===== config.mk =====
export PLATFORM = sky130hd
export DESIGN_NAME = pc_unit
export DESIGN_NICKNAME = d
export VERILOG_FILES = /design/src/rtl/pcu_pkg.sv /design/src/rtl/pcu_ctrl.sv /design/src/rtl/pcu_stack.sv /design/src/rtl/pc_unit.sv
export SDC_FILE = /design/constraint.sdc
export NUM_CORES = 1
export LEC_CHECK = 0
export BUFFER_PORTS_ARGS = -buffer_cell sky130_fd_sc_hd__buf_2
export CAP_MARGIN = 0
export CELL_PAD_IN_SITES_DETAIL_PLACEMENT = 0
export CELL_PAD_IN_SITES_GLOBAL_PLACEMENT = 1
export CORE_ASPECT_RATIO = 0.6
export CORE_MARGIN = 1.5
export CORE_UTILIZATION = 51
export CTS_CLUSTER_DIAMETER = 50
export DETAILED_ROUTE_END_ITERATION = 7
export PLACE_DENSITY_LB_ADDON = 0.15
export SLEW_MARGIN = 20
export SYNTH_ARGS = -nofsm -noshare
export SYNTH_HDL_FRONTEND = slang
export SYNTH_SLANG_ARGS = --single-unit

===== constraint.sdc =====
create_clock -name clk -period 4.35 [get_ports clk]
set_input_delay 0.435 -clock clk [delete_from_list [all_inputs] [get_ports clk]]
set_output_delay 0.435 -clock clk [all_outputs]
set_load 0.03 [all_outputs]

===== src/rtl/pcu_pkg.sv =====
// Package for the instruction address unit: the operation chosen
// for each instruction cycle. Assumes a single command wins per cycle.
package pcu_pkg;
    typedef enum logic [2:0] {
        OP_HOLD, OP_INC, OP_JUMP, OP_CALL,
        OP_RET, OP_RETFIE, OP_RETLW, OP_IRQ
    } pc_op_e;
endpackage


===== src/rtl/pcu_ctrl.sv =====
// Picks the operation for the cycle using fixed precedence and forms the
// next counter value and the stack controls. Purely combinational.
// Assumes pop_data is the stack top, valid in the same cycle.
module pcu_ctrl
    import pcu_pkg::*;
#(
    parameter int PC_W    = 13,
    parameter int IMPL_W  = 11,
    parameter logic [PC_W-1:0] IRQ_VEC = 13'h0004
) (
    input  logic                   step,
    input  logic                   irq_take,
    input  logic                   do_call,
    input  logic                   do_jump,
    input  logic                   do_retfie,
    input  logic                   do_ret,
    input  logic                   do_retlw,
    input  logic [IMPL_W-1:0]      target,
    input  logic [PC_W-IMPL_W-1:0] page_sel,
    input  logic [PC_W-1:0]        pc_q,
    input  logic [PC_W-1:0]        pop_data,
    output pc_op_e                 op,
    output logic [PC_W-1:0]        pc_d,
    output logic                   push,
    output logic                   pop,
    output logic [PC_W-1:0]        push_data
);
    logic [PC_W-1:0] pc_inc;
    assign pc_inc = pc_q + PC_W'(1);

    // Precedence: interrupt, call, jump, retfie, ret, retlw, advance.
    always_comb begin
        if (!step)          op = OP_HOLD;
        else if (irq_take)  op = OP_IRQ;
        else if (do_call)   op = OP_CALL;
        else if (do_jump)   op = OP_JUMP;
        else if (do_retfie) op = OP_RETFIE;
        else if (do_ret)    op = OP_RET;
        else if (do_retlw)  op = OP_RETLW;
        else                op = OP_INC;
    end

    // Next counter value and stack requests for the chosen operation.
    always_comb begin
        pc_d      = pc_q;
        push      = 1'b0;
        pop       = 1'b0;
        push_data = pc_inc;
        unique case (op)
            OP_HOLD:  pc_d = pc_q;
            OP_INC:   pc_d = pc_inc;
            OP_JUMP:  pc_d = {page_sel, target};
            OP_CALL: begin
                pc_d = {page_sel, target};
                push = 1'b1;
            end
            OP_IRQ: begin
                pc_d = IRQ_VEC;
                push = 1'b1;
            end
            OP_RET, OP_RETFIE, OP_RETLW: begin
                pc_d = pop_data;
                pop  = 1'b1;
            end
            default:  pc_d = pc_q;
        endcase
    end
endmodule


===== src/rtl/pcu_stack.sv =====
// Circular return-address stack. The pointer marks the next free slot;
// a push past DEPTH overwrites the oldest slot and a pop past empty wraps.
// Assumes push and pop never arrive in the same cycle.
module pcu_stack #(
    parameter int PC_W  = 13,
    parameter int DEPTH = 8
) (
    input  logic            clk,
    input  logic            rst_n,
    input  logic            push,
    input  logic            pop,
    input  logic [PC_W-1:0] push_data,
    output logic [PC_W-1:0] top_data
);
    localparam int PTR_W = $clog2(DEPTH);

    logic [PC_W-1:0]  slot_q [DEPTH];
    logic [PTR_W-1:0] ptr_q;
    logic [PTR_W-1:0] ptr_dec;

    assign ptr_dec  = ptr_q - PTR_W'(1);
    assign top_data = slot_q[ptr_dec];

    // Slot storage: clear on reset, write the free slot on push.
    always_ff @(posedge clk) begin
        if (!rst_n) begin
            for (int i = 0; i < DEPTH; i++) slot_q[i] <= '0;
        end else if (push) begin
            slot_q[ptr_q] <= push_data;
        end
    end

    // Pointer: wraps modulo DEPTH in both directions.
    always_ff @(posedge clk) begin
        if (!rst_n)    ptr_q <= '0;
        else if (push) ptr_q <= ptr_q + PTR_W'(1);
        else if (pop)  ptr_q <= ptr_dec;
    end

    // a push advances the ring pointer by exactly one, wrapping freely.
    assert_push_ring_R10: assert property (@(posedge clk) disable iff (!rst_n)
        push |=> ptr_q == $past(ptr_q) + PTR_W'(1));

    // a pop moves the pointer back by one, wrapping freely.
    assert_pop_ring_R10: assert property (@(posedge clk) disable iff (!rst_n)
        (pop && !push) |=> ptr_q == $past(ptr_q) - PTR_W'(1));
endmodule


===== src/rtl/pc_unit.sv =====
// Instruction address unit: program counter, return stack, interrupt
// enable and literal write strobe. Reset is synchronous and active low.
// Assumes the decoder qualifies every command with step.
module pc_unit
    import pcu_pkg::*;
#(
    parameter int PC_W   = 13,
    parameter int IMPL_W = 11,
    parameter int DEPTH  = 8,
    parameter int LIT_W  = 8,
    parameter logic [PC_W-1:0] RESET_VEC = 13'h0000,
    parameter logic [PC_W-1:0] IRQ_VEC   = 13'h0004
) (
    input  logic                   clk,
    input  logic                   rst_n,
    input  logic                   step,
    input  logic                   irq_take,
    input  logic                   do_call,
    input  logic                   do_jump,
    input  logic                   do_retfie,
    input  logic                   do_ret,
    input  logic                   do_retlw,
    input  logic [IMPL_W-1:0]      target,
    input  logic [PC_W-IMPL_W-1:0] page_sel,
    input  logic [LIT_W-1:0]       lit_in,
    output logic [IMPL_W-1:0]      fetch_addr,
    output logic [PC_W-1:0]        pc_out,
    output logic                   gie,
    output logic                   w_we,
    output logic [LIT_W-1:0]       w_data
);
    pc_op_e          op;
    logic [PC_W-1:0] pc_q, pc_d, push_data, top_data;
    logic            push, pop, gie_q;

    pcu_ctrl #(.PC_W(PC_W), .IMPL_W(IMPL_W), .IRQ_VEC(IRQ_VEC)) u_ctrl (
        .step(step), .irq_take(irq_take), .do_call(do_call),
        .do_jump(do_jump), .do_retfie(do_retfie), .do_ret(do_ret),
        .do_retlw(do_retlw), .target(target), .page_sel(page_sel),
        .pc_q(pc_q), .pop_data(top_data), .op(op), .pc_d(pc_d),
        .push(push), .pop(pop), .push_data(push_data)
    );

    pcu_stack #(.PC_W(PC_W), .DEPTH(DEPTH)) u_stack (
        .clk(clk), .rst_n(rst_n), .push(push), .pop(pop),
        .push_data(push_data), .top_data(top_data)
    );

    // Counter register: vector on reset, otherwise the chosen next value.
    always_ff @(posedge clk) begin
        if (!rst_n) pc_q <= RESET_VEC;
        else        pc_q <= pc_d;
    end

    // Interrupt enable: cleared on entry, set on return from interrupt.
    always_ff @(posedge clk) begin
        if (!rst_n)               gie_q <= 1'b0;
        else if (op == OP_IRQ)    gie_q <= 1'b0;
        else if (op == OP_RETFIE) gie_q <= 1'b1;
    end

    // Fetch address folds onto the implemented words; literal strobe.
    always_comb begin
        fetch_addr = pc_q[IMPL_W-1:0];
        pc_out     = pc_q;
        gie        = gie_q;
        w_we       = (op == OP_RETLW);
        w_data     = (op == OP_RETLW) ? lit_in : '0;
    end

    // an uncommanded step advances the counter by one, wrapping.
    assert_pc_advance_R2: assert property (@(posedge clk) disable iff (!rst_n)
        (step && !irq_take && !do_call && !do_jump && !do_retfie && !do_ret && !do_retlw)
        |=> pc_out == $past(pc_out) + PC_W'(1));

    // interrupt entry vectors and clears the enable.
    assert_irq_vector_R7: assert property (@(posedge clk) disable iff (!rst_n)
        (step && irq_take) |=> (pc_out == IRQ_VEC) && !gie);

    // return from interrupt, when it wins, sets the enable.
    assert_retfie_gie_R8: assert property (@(posedge clk) disable iff (!rst_n)
        (step && do_retfie && !irq_take && !do_call && !do_jump) |=> gie);

    // without step, counter and enable hold.
    assert_hold_R11: assert property (@(posedge clk) disable iff (!rst_n)
        !step |=> $stable(pc_out) && $stable(gie));

    // the literal strobe only appears in a stepped cycle.
    assert_strobe_step_R9: assert property (@(posedge clk) disable iff (!rst_n)
        w_we |-> step && do_retlw);
endmodule


; ---- After elaboration in Yosys (flattened, before gate mapping)
; Memory sizes are Yosys's and may differ from the RTL's.
; Index checks and enable logic that the tools add are counted.
[totals]
elab_cells = 42
register_bits = 17
ramBits = 104
mem_count = 1
[mem_list]
columns = memory, words, width, rd, rd_ports_with_merged_regs, write_ports, line_no
row1 = u_stack.slot_q, 8, 13, 1, 0, 8, pcu_stack.sv:17  ; logic [PC_W-1:0] slot_q [DEPTH];
[classes]
bitwise_logic = 1
n_reduce_logical = 7
eq_ne = 7
addsub = 3
mux = 20
[op_table]
columns = cell, count
row1 = 13-bit one-hot mux with 4 select lines, 1
row2 = 3-bit two-way mux, 10
row3 = "13-bit by 1-bit adder with 13-bit output, second input constant", 1
row4 = 13-bit two-way mux, 1
row5 = 13-bit OR reduction, 1
row6 = "3-bit == test, second input constant", 4
row7 = 8-bit two-way mux, 1
row8 = 1-bit two-way mux, 7
row9 = "3-bit by 2-bit == test with 1-bit output, second input constant", 2
row10 = 2-bit OR reduction, 3
row11 = "3-bit by 1-bit adder with 3-bit output, second input constant", 1
row12 = "3-bit by 1-bit == test with 1-bit output, second input constant", 1
row13 = 3-bit logical NOT, 1
row14 = 3-bit OR reduction, 1
row15 = "3-bit by 1-bit subtractor with 3-bit output, second input constant", 1
row16 = 2-bit nonzero test, 1
row17 = 1-bit inverter, 1

; ---- Logic depth before layout (Yosys ltp)
[logic_depth]
depth_word = 15
ltp_mapped = 10
mapped_depth_nobuf = 7

; ---- Modules after synthesis
; From an unflattened synthesis, not the netlist that was laid out.
[unflattened]
hier_cells = 578
area_unflattened_um2 = 6550.0
[by_module_without_submodules]
columns = mod, n_inst, cells_each, area_per_inst_um2, seq_area_each_um2
row1 = pcu_stack, 1, 392, 5158.7, 3183.1
row2 = pcu_ctrl, 1, 134, 833.3, 0.0
row3 = pc_unit, 1, 52, 558.0, 280.3

; ---- Worst setup path after synthesis
; OpenSTA, ideal clock, no wires.
[synth_path]
path_kind = input to output
startpoint = input port irq_take
endpoint = output port w_data[0]
setup_slack_ps = 2114
arrival_time_ps = 1801
path_buffers = 0
path_stages = 4
required_time_ps = 3915
path_cell_list = nor2_1 > o21ai_0 > nor3_2 > and2_1
[synth_between]
elab_chain_len = 4
[synth_lines]
columns = element, line_no
row1 = start: declaration, pc_unit.sv:17  ; input logic irq_take,
row2 = 3-bit two-way mux, pcu_ctrl.sv:34  ; else if (irq_take) op = OP_IRQ;
row3 = 3-bit two-way mux, pcu_ctrl.sv:33  ; if (!step) op = OP_HOLD;
row4 = 3-bit == test, -
row5 = named net w_we, pc_unit.sv:29  ; output logic w_we,
row6 = 8-bit two-way mux, pc_unit.sv:68  ; w_data = (op == OP_RETLW) ? lit_in : '0;
row7 = end: declaration, pc_unit.sv:30  ; output logic [LIT_W-1:0] w_data
; The timed path passes the listed nets, and every way through them passes these cells.

==> run metrics <==
status=completed; core footprint=~11000 um2; commonest non-fill, non-tap cell in the layout=nor2_1; DIE WIDTH=between 100 and 150 um; Levels on crit path=3; root buf cell=clkbuf_16; Peak Freq=~0.37 GHz; ys async rst share=0; launching point of the worst reg2reg path=u_stack.ptr_q[0]$_SDFFE_PN0P_; crit-path cells=buf_4 -> nand4_1 -> nand2_1; Slew Viols, Final=0; r2r endpoint=u_stack.slot_q[7][7]$_SDFFCE_PN0P_; P&R area growth vs syn=16.4%; WL per Instance=around 22 um; slowest CP cell=nand2_1; Worst R2R Path Depth=3; Buf/Inv on CP=1; vias in the first global route=between 4000 and 5000; initial antenna violation count=0; Buffers on Ports=63; share of the yosys chip area belonging to registers=0.585; Die Ht=~86 um; Peak VDD IR=between 0.0003 and 0.0004 V; GPL Wtd Cong=a little over 0.9; NetSw=0.812 mW; most frequent cells in the layout=nor2_1, edfxtp_1, buf_2; clock skew=around 0.0097 ns; H-tree Lvls=4; maxcap violations=0; drt first pass iters=8; max_slew headroom=0.252; Crit path max-delay family=simple AND/OR/NAND/NOR gates; clk buf depth=2; Critical Path End=u_stack.slot_q[7][7]$_SDFFCE_PN0P_; TritonCTS clock tree=done; initial core utilization=0.524; type of the worst min-delay path=input port to register; pwr dens=roughly 470 nW/um2; crit path from=u_stack.ptr_q[0]$_SDFFE_PN0P_; slowest stage delay, CP=0.85 ns; Post-Syn Instances=497; clock buffer count from CTS=17; Die ar.=between 10000 and 15000 um2; Detail Route Antenna Nets=0; row count=30; CP Launch Type=register; Primary FF master, synth=edfxtp_1; post-synth net total=530; crit-path max FO=29; postcts setup bufs=0; first-pass GRT wire length=about 24000 um; Worst Tran Pin Value=1.11 ns; RSZ-0062 raised after global routing=false; vias per cell=around 6; flops & latches, synth=~120; register share of total power=0.423; Tcrit/Tclk final=0.626; Clk Latency, worst-skew pair=0.42 ns; Clk pwr share=0.448; YS warnings=0; largest net degree at the start of global routing=33; Total GRT Usage=0.275; CTS Sinks=approximately 120; WP data arrival=approximately 2.8 ns; ratio of cells with drive above 1 in the final layout=0.250; crit end category=register; HPWL after DPL=about 11000 um; Setup violations, final=0; internal power=2.40 mW; total wire length=~16000 um; mapped cell area=between 5000 and 6000 um2; GR Overflow Total=0; kind of critical path=register to register; cts hold-fix bufs=0; Comb pwr share=0.129; final instance area=around 7000 um2; 1st-iter DRT viols=around 640; Nets=between 500 and 600; # IOs=64; worst reg-to-reg setup slack=between 1.5 and 2 ns; syn avg cell area=approximately 12 um2; Final Hold Viols=0; Area after DPL=between 6000 and 7000 um2; final setup TNS=0 ns; minimum clock period=between 2 and 3 ns; Leak=around 2.6 nW; post-CTS sizing=0; number of vias after detailed routing=~4300; switching part of the total=0.253; Yosys cell types=52; DRC=0; clock slew at reported path FFs=around 0.060 ns; critical path data required time=between 4 and 5 ns; Post-synth EDFFs=104
[per-layer routing]
layer	wire length [um]	vias to the layer above	global-route usage
met5	0	-	0
met4	352	0	0.110
met3	1490	32	0.0663
met2	6700	244	0.388
met1	7070	2123	0.411
li1	-	1887	-
[layout make-up]
class | count | area (um2)
fillers | 897 | 4400
flip-flops and latches | 121 | 3460
multi-input cells | 328 | 2230
clock buffers | 25 | 518
repair buffers | 69 | 360
well taps | 160 | 200
clock inverters | 7 | 85.1
inverters | 9 | 33.8
diodes | 1 | 2.50
[how the worst min path moves through the flow]
stage                                  start                       endpoint  slack, ns  cells after the start
3_5_place_dp                gie$_SDFFE_PP0N_               gie$_SDFFE_PP0N_       0.51                      2
4_1_cts                            target[7]         pc_out[7]$_SDFFE_PN0P_       0.38                      4
3_3_place_gp                gie$_SDFFE_PP0N_               gie$_SDFFE_PP0N_       0.50                      2
5_1_grt                            target[7]         pc_out[7]$_SDFFE_PN0P_       0.42                      4
2_1_floorplan  u_stack.ptr_q[2]$_SDFFE_PN0P_  u_stack.ptr_q[2]$_SDFFE_PN0P_       0.52                      2
6_report                           target[7]         pc_out[7]$_SDFFE_PN0P_       0.39                      4
[cell families (layout without fill, tap and decap cells)]
family	Yosys count	count (layout)	synth area share
AOI/OAI and AO/OA	60	60	0.0710
xor gates and xnor gates	14	14	0.0245
adders and majority gates	3	3	0.00634
buffers and inverters	48	110	0.0412
DFF	121	121	0.585
muxes	40	40	0.108
other	0	1	0
and+or+nand+nor	211	211	0.165
[worst register-to-register path, stage by stage, from the launching register on]
cell,delay (ns)
dfxtp_2,0.33
buf_4,0.40
nand4_1,0.76
nand2_1,0.86
[registers in the layout, summed over array words and instances, names as in the netlist]
| signal | flops |
|---|---|
| u_stack.slot_q | 104 |
| pc_out | 13 |
| u_stack.ptr_q | 3 |
| gie | 1 |
[power by group through the flow]
stage / registers [mW] / clock network, mW / logic [mW]
2_1_floorplan: 1.37 / 0 / 0.297
3_3_place_gp: 1.38 / 0 / 0.409
3_5_place_dp: 1.38 / 0 / 0.414
4_1_cts: 1.36 / 1.45 / 0.416
5_1_grt: 1.36 / 1.49 / 0.450
6_report: 1.36 / 1.44 / 0.415
[synth_stat cells, types with 5 or more instances]
cell        n  area (um2)
a21oi_1     9        45.0
a22oi_1     6        45.0
and2_1      9        56.3
buf_2      12        60.1
buf_4      11        82.6
clkbuf_1   15        56.3
dfxtp_1    17         340
edfxtp_1  104        3120
inv_1       9        33.8
mux2i_1    21         210
mux4_2     19         428
nand2_1    41         154
nand3_1    10        50.1
nand4_1     5        31.3
nor2_1    123         462
nor3_1      5        25.0
nor3_2      5        50.1
o21ai_0    14        70.1
xnor2_1     8        70.1
[through the flow]
step	util	worst slack, ns	hold WS, ns	total power, mW	std cells
after floorplan	-	2.11	0.522	1.67	497
after global placement	0.555	1.23	0.504	1.79	687
after detailed placement	0.557	1.29	0.509	1.79	687
after CTS	0.610	1.60	0.377	3.22	719
after global routing	0.610	1.42	0.419	3.31	719
final	0.610	1.63	0.393	3.21	720
(Power assumes the default switching activity.)
